### config.mk
export PLATFORM = sky130hd
export DESIGN_NAME = sample_rate_ticker
export DESIGN_NICKNAME = d
export VERILOG_FILES = /design/src/rtl/srt_pkg.sv /design/src/rtl/rate_phase.sv /design/src/rtl/tick_gate.sv /design/src/rtl/sample_rate_ticker.sv
export SDC_FILE = /design/constraint.sdc
export NUM_CORES = 1
export LEC_CHECK = 0
export BUFFER_PORTS_ARGS = -buffer_cell sky130_fd_sc_hd__clkbuf_2
export CAP_MARGIN = 25
export CORE_UTILIZATION = 60
export DETAILED_ROUTE_END_ITERATION = 10
export HOLD_SLACK_MARGIN = 0.05
export PLACE_DENSITY = 0.8
export RECOVER_POWER = 50
export SLEW_MARGIN = 0
export SYNTH_ARGS = -nofsm -noshare
export SYNTH_HDL_FRONTEND = slang
export SYNTH_SLANG_ARGS = --single-unit
export TNS_END_PERCENT = 30
### constraint.sdc
create_clock -name clk -period 3.5 [get_ports clk]
set_input_delay 0.7 -clock clk [delete_from_list [all_inputs] [get_ports clk]]
set_output_delay 0.7 -clock clk [all_outputs]
set_load 0.02 [all_outputs]
### src/rtl/srt_pkg.sv
package srt_pkg;

    // Default widths shared by the block and its bench
    localparam int DEF_SEL_W     = 2;
    localparam int DEF_DIV_W     = 13;
    localparam int DEF_FIX_LOG2  = 8;   // slowest fixed rate: reference / 2**8
    localparam int NUM_CH        = 3;
    localparam int NUM_SRC       = 2;

    // Channel roles, also the index into the strobe array
    typedef enum logic [1:0] {
        CH_PLAY0 = 2'd0,
        CH_PLAY1 = 2'd1,
        CH_CAP   = 2'd2
    } chan_id_e;

    // Per-channel run controls
    typedef struct packed {
        logic en;
        logic pause;
    } chan_ctl_t;

    // Which phase counter drives a channel: 0 = fixed, 1 = programmable
    function automatic int src_of(input int ch);
        return (ch == int'(CH_PLAY0)) ? 0 : 1;
    endfunction

endpackage

### src/rtl/rate_phase.sv
module rate_phase #(
    parameter int W = 14
) (
    input  logic         clk,
    input  logic         rst,
    input  logic         ref_tick,
    input  logic [W-1:0] period,
    output logic         wrap
);
    localparam logic [W-1:0] ONE = W'(1);

    logic [W-1:0] cnt_q;
    logic [W-1:0] per_q;
    logic         reload;

    assign reload = (period != per_q);
    assign wrap   = !reload && ref_tick && (cnt_q == per_q - ONE);

    always_ff @(posedge clk) begin
        if (rst) begin
            cnt_q <= '0;
            per_q <= period;
        end else if (reload) begin
            cnt_q <= '0;
            per_q <= period;
        end else if (ref_tick) begin
            cnt_q <= wrap ? '0 : cnt_q + ONE;
        end
    end

    // the phase never reaches the latched period
    a_r3_phase_bounded: assert property (@(posedge clk) disable iff (rst)
        cnt_q < per_q);

    // a new period restarts the phase at zero
    a_r9_reload_clears: assert property (@(posedge clk) disable iff (rst)
        (period != per_q) |=> (cnt_q == '0));

    // without a reference pulse the phase holds
    a_r10_hold_phase: assert property (@(posedge clk) disable iff (rst)
        (!ref_tick && period == per_q) |=> $stable(cnt_q));

endmodule

### src/rtl/tick_gate.sv
module tick_gate (
    input  logic clk,
    input  logic rst,
    input  logic wrap,
    input  srt_pkg::chan_ctl_t ctl,
    output logic tick
);
    logic tick_q;

    always_ff @(posedge clk) begin
        if (rst) tick_q <= 1'b0;
        else     tick_q <= wrap && ctl.en && !ctl.pause;
    end

    assign tick = tick_q;

    // a strobe lasts one clock
    a_r5_one_clock: assert property (@(posedge clk) disable iff (rst)
        tick_q |=> !tick_q);

    // disabled channel stays quiet
    a_r6_disabled_quiet: assert property (@(posedge clk) disable iff (rst)
        !ctl.en |=> !tick_q);

    // paused channel stays quiet
    a_r7_paused_quiet: assert property (@(posedge clk) disable iff (rst)
        ctl.pause |=> !tick_q);

endmodule

### src/rtl/sample_rate_ticker.sv
module sample_rate_ticker #(
    parameter int SEL_W    = srt_pkg::DEF_SEL_W,
    parameter int DIV_W    = srt_pkg::DEF_DIV_W,
    parameter int FIX_LOG2 = srt_pkg::DEF_FIX_LOG2
) (
    input  logic             clk,
    input  logic             rst,
    input  logic             ref_tick,
    input  logic [SEL_W-1:0] rate_sel,
    input  logic [DIV_W-1:0] prog_div,
    input  logic             play0_en,
    input  logic             play0_pause,
    input  logic             play1_en,
    input  logic             play1_pause,
    input  logic             cap_en,
    output logic             play0_strobe,
    output logic             play1_strobe,
    output logic             cap_strobe
);
    import srt_pkg::*;

    localparam int CNT_W = ((DIV_W + 1) > (FIX_LOG2 + 1)) ? (DIV_W + 1) : (FIX_LOG2 + 1);
    localparam logic [CNT_W-1:0] FIX_MAX  = CNT_W'(1) << FIX_LOG2;
    localparam logic [CNT_W-1:0] PROG_OFS = CNT_W'(2);

    logic [CNT_W-1:0] src_period [NUM_SRC];
    logic [NUM_SRC-1:0] src_wrap;
    chan_ctl_t        ch_ctl  [NUM_CH];
    logic [NUM_CH-1:0] ch_tick;

    // Fixed path: power-of-two division; programmable path: field plus two
    assign src_period[0] = FIX_MAX >> rate_sel;
    assign src_period[1] = CNT_W'(prog_div) + PROG_OFS;

    assign ch_ctl[CH_PLAY0] = '{en: play0_en, pause: play0_pause};
    assign ch_ctl[CH_PLAY1] = '{en: play1_en, pause: play1_pause};
    assign ch_ctl[CH_CAP]   = '{en: cap_en,   pause: 1'b0};

    for (genvar s = 0; s < NUM_SRC; s++) begin : g_src
        rate_phase #(.W(CNT_W)) u_phase (
            .clk      (clk),
            .rst      (rst),
            .ref_tick (ref_tick),
            .period   (src_period[s]),
            .wrap     (src_wrap[s])
        );
    end

    for (genvar c = 0; c < NUM_CH; c++) begin : g_ch
        tick_gate u_gate (
            .clk  (clk),
            .rst  (rst),
            .wrap (src_wrap[src_of(c)]),
            .ctl  (ch_ctl[c]),
            .tick (ch_tick[c])
        );
    end

    assign play0_strobe = ch_tick[CH_PLAY0];
    assign play1_strobe = ch_tick[CH_PLAY1];
    assign cap_strobe   = ch_tick[CH_CAP];

    // reset silences every strobe on the next clock
    a_r1_reset_quiet: assert property (@(posedge clk)
        rst |=> (ch_tick == '0));

    // shared divider keeps the two channels aligned
    a_r8_shared_phase: assert property (@(posedge clk) disable iff (rst)
        (play1_strobe && $past(cap_en)) |-> cap_strobe);

endmodule

# --- Word level (Yosys, flattened, before mapping) ---
# Cells that the tools add are included.
word_totals:
  elab_cells: 40
  inputBits: 23
  register_bits: 59
classes:
  n_reduce_logical: 17
  shifts: 1
  n_eq_ne: 4
  n_mux: 6
  n_addsub: 5
ops:
  columns: ["cell", "count"]
  rows:
  - ["14-bit 2-to-1 mux", 6]
  - ["14-bit by 1-bit adder with 14-bit output, second input constant", 2]
  - ["14-bit equality test", 2]
  - ["14-bit != test", 2]
  - ["14-bit by 1-bit subtractor with 14-bit output, second input constant", 2]
  - ["13-bit by 2-bit adder with 14-bit output, second input constant", 1]
  - ["9-bit by 2-bit right shift with 14-bit output, first input constant", 1]
  - ["1-bit logical AND", 9]
  - ["1-bit zero test", 4]
  - ["2-bit nonzero test", 2]
  - ["2-bit OR reduction", 2]

# --- Depth between registers and ports, before layout ---
logic_depth:
  ltp_word: 7
  depth_mapped: 10
  ltp_nobuf: 8

# --- Cells and area by module ---
# Synthesis repeated with hierarchy kept, for this count alone.
unflattened:
  hier_cells: 395
  hier_area_um2: 3913.8
modules_own_cells:
  columns: ["module", "instances", "area_each_um2", "cells_per_inst"]
  rows:
  - ["rate_phase", 2, 1790.5, 176]
  - ["sample_rate_ticker", 1, 235.2, 37]
  - ["tick_gate", 3, 32.5, 2]

# --- Worst setup path after synthesis ---
# OpenSTA, ideal clock, no wires.
synth_path:
  path_type: "input -> register"
  from: "input prog_div[1]"
  to: "register g_src[1].u_phase.per_q[0], enable pin"
  arrival_time_ns: 2.758
  path_stages: 9
  required_ns: 3.177
  slack_ns: 0.419
  path_cell_list: "ha_1 nand2_1 or2_2 clkbuf_1 xor2_1 o22ai_1 or4_1 clkbuf_1 or3_1"
synth_between:
  elab_chain_cells: 3
synth_lines:
  columns: ["element", "line", "text"]
  rows:
  - ["start, declared", "sample_rate_ticker.sv:10", "input logic [DIV_W-1:0] prog_div,"]
  - ["13-bit by 2-bit adder with 14-bit output", "sample_rate_ticker.sv:33", "assign src_period[1] = CNT_W'(prog_div) + PROG_OFS;"]
  - ["14-bit != test", "rate_phase.sv:16", "assign reload = (period != per_q);"]
  - ["2-bit nonzero test (no source line)", null, null]
  - ["end signal, assigned", "rate_phase.sv:22", "per_q <= period;"]
  - ["end signal, assigned", "rate_phase.sv:25", "per_q <= period;"]
  - ["end, declared", "rate_phase.sv:13", "logic [W-1:0] per_q;"]
# Every way passes these cells.
# A chain may end at the register's enable or synchronous reset.

# --- Worst setup path in the final report ---
layout_path:
  from: "input prog_div[1]"
  to: "register g_src[1].u_phase.per_q[10], enable pin"
layout_between:
  elab_chain_cells: 3
layout_lines:
  columns: ["element", "line", "text"]
  rows:
  - ["13-bit by 2-bit adder with 14-bit output", "sample_rate_ticker.sv:33", null]
  - ["named net g_src[1].u_phase.period[2]", "rate_phase.sv:7", "input logic [W-1:0] period,"]
  - ["14-bit != test", "rate_phase.sv:16", null]
  - ["2-bit nonzero test (no source line)", null, null]
# The timed path passes the listed nets, and every way through them passes these cells.

==> run metrics <==
CP Capture Type=register; Reg area=between 1000 and 1500 um2; switching power=a little over 300 uW; CTS HTree Levels=2; hold slack final=517 ps; critical path startpoint=prog_div[1]; Net Count, Synth=398; combinational power share=0.125; max_cap viols=0; clock power share=0.338; Ys Warns=0; Die W=between 70 and 80 um; Multi-input gate area=1920 um2; Worst Skew=around 5.4 ps; Synth top cells by count=42 x xor2_1, 34 x nand2_1, 31 x dfxtp_1, 31 x nor2_1, 30 x xnor2_1; CP Max Fanout=14; largest net degree at the start of global routing=17; Starting Density=0.632; count leader, synth=xor2_1; CP Cell Sequence=clkbuf_1 > ha_1 > xor2_1 > nor4_1 > o221ai_1 > a2111oi_0 > o211ai_1 > or3_1; total wire length=between 6000 and 7000 um; Die ar.=roughly 5700 um2; Fillers=between 400 and 500; Routability Congestion=about 0.88; vias in the first global route=~2400; detailed-placement wirelength estimate=4940 um; power share of the sequential group=0.537; Total GRT Usage=0.251; Synth top area share=0.190; Peak VDD IR=about 240 uV; Sum Neg Setup Slack=0 ps; Slew @ Worst Pin=~580 ps; Remaining DRCs=0; Slew Limit Fails=0; initial detailed-routing violation count=between 150 and 200; pre-CTS WS=roughly 43 ps; Req. time, crit path=~3500 ps; Primary FF master, synth=dfxtp_1; CTS tree=yes; Die Y=about 76 um; slowest CP cell=or3_1; Sw Share=0.257; DRT Pass-1 Iters=4; I/O pin cnt=26; biggest area consumer among synthesized cells=dfxtp_1; largest cells by area after synthesis=dfxtp_1 19%, edfxtp_1 17%, xor2_1 11%, xnor2_1 8.0%, nand2_1 3.9%; total gr overflow=0; WL per Instance=14.5 um; area grow syn2layout=6.36%; EDFF count, synth=18; core outline area=a little over 5000 um2; Final nets=around 400; Sink Count=~50; Hold Vio Cnt, Final=0; WP buf/inv=1; IO buf count=25; Max Clk Rate=roughly 0.32 GHz; fraction of registers with async set/reset=0; post-synthesis sequential area ratio=0.355; Syn Inst Count=369; status=finished, final reports clean; Power Total=between 1 and 1.5 mW; Post-CTS Setup Bufs=0; clk slew on worst S/H paths=around 90 ps; initial antenna violation count=0; Leakage=1.27 nW; Critical Path AT=~3100 ps; launch point of the worst hold path=g_src[0].u_phase.cnt_q[1]; CP Launch Type=input pin; antenna cells=0; Final WS setup=about 350 ps; post-route cell area=~3500 um2; origin of the critical flop-to-flop path=g_src[1].u_phase.per_q[2]; syn avg cell area=a little under 9 um2; Tcrit/Tclk final=0.901; Syn Std Cell Area=roughly 3300 um2; CTS Hold Buffers Added=0; RSZ-0062 raised after global routing=no; Post-DP Area=around 3400 um2; HP Class=reg2reg; Setup-failing EPs final=0; CTS root buf=clkbuf_8; Internal Power=around 880 uW; clock latency on the worst-skew pair=310 ps; ANT nets after route=0; Max-slew headroom=0.610; vias per cell=between 5 and 6; Distinct cells, synth=55; Rows=26; family with the most delay on the worst path=simple AND/OR/NAND/NOR gates; CTS max path bufs=2; vias=2643; Num CTS Buffers=5; register bit total from synthesis=slightly below 50; power per cell area=340 nW/um2; Crit Path Class=in2reg; biggest cell delay along the critical path=660 ps; first-pass GRT wire length=around 11000 um; post-layout min period=between 3000 and 4000 ps; layout cells sized above 1=0.112; Post-CTS Resized=0
==> worst reg2reg max path, delay by kind of cell (launching register included) <==
family,cells,cell delay [ps]
flip-flops,1,530
AO/OA/AOI/OAI,3,850
XOR/XNOR,1,190
AND/OR/NAND/NOR,2,920
==> per-stage QoR <==
step           instances   util
2_1_floorplan        369      -
3_3_place_gp         445  0.653
3_5_place_dp         445  0.653
4_1_cts              453  0.675
5_1_grt              453  0.672
6_report             453  0.672
==> per-layer routing <==
layer	vias to the layer above	GRT usage	share of wire
met4	0	0.0720	0.016
li1	1332	-	-
met3	11	0.0437	0.037
met5	-	0	0
met1	1234	0.362	0.48
met2	66	0.383	0.47
==> path summary, 6_finish.rpt <==
check                                                  end  slack, ps  cells past startpoint
worst min-delay path             g_src[0].u_phase.cnt_q[1]        520                      2
worst min register to register   g_src[0].u_phase.cnt_q[1]        520                      2
worst max-delay path            g_src[1].u_phase.per_q[10]        350                      8
worst max register to register  g_src[1].u_phase.per_q[10]        660                      6
==> cells in the final DEF, fill, tap and decap left out, drive strengths merged, types with 6 or more instances in the layout <==
cell type  instances
nor3               9
nand2             34
clkbuf            33
nor4              19
and3               9
o211ai             6
nand3             19
nand4             12
xnor2             30
dfxtp             31
edfxtp            18
nor2              31
xor2              42
or3                6
o21ai              6
inv               12
ha                 6
nor3b              6
a21oi              7
==> final cells by class <==
class                           instances  share of cell area
Clock buffer                            7              0.0310
Tap cell                               70              0.0252
Multi-Input combinational cell        285               0.552
Sequential cell                        49               0.334
Timing Repair Buffer                   30              0.0436
Inverter                               11              0.0119
Clock inverter                          1             0.00180
==> power groups by stage <==
stage | logic (mW) | registers (mW) | clock network, mW
after floorplan | 0.130 | 0.627 | 0
after global placement | 0.141 | 0.646 | 0
after detailed placement | 0.147 | 0.647 | 0
after CTS | 0.149 | 0.633 | 0.406
after global routing | 0.165 | 0.638 | 0.433
final | 0.148 | 0.634 | 0.399
==> sequential cells by signal (all words and copies together), names as in the netlist <==
register,flops
g_src.u_phase.cnt_q,28
g_src.u_phase.per_q,18
g_ch.u_gate.tick,3
==> cells by family (layout without fill, tap and decap cells) <==
group,Yosys count,in the layout,share of synthesized area
fa+ha+maj,6,6,0.0230
mux,2,2,0.00651
compound gates,36,36,0.0800
simple gates,169,169,0.286
flops,49,49,0.355
buf+inv,35,49,0.0555
xor+xnor,72,72,0.193
Power figures use the tool's default switching activity.
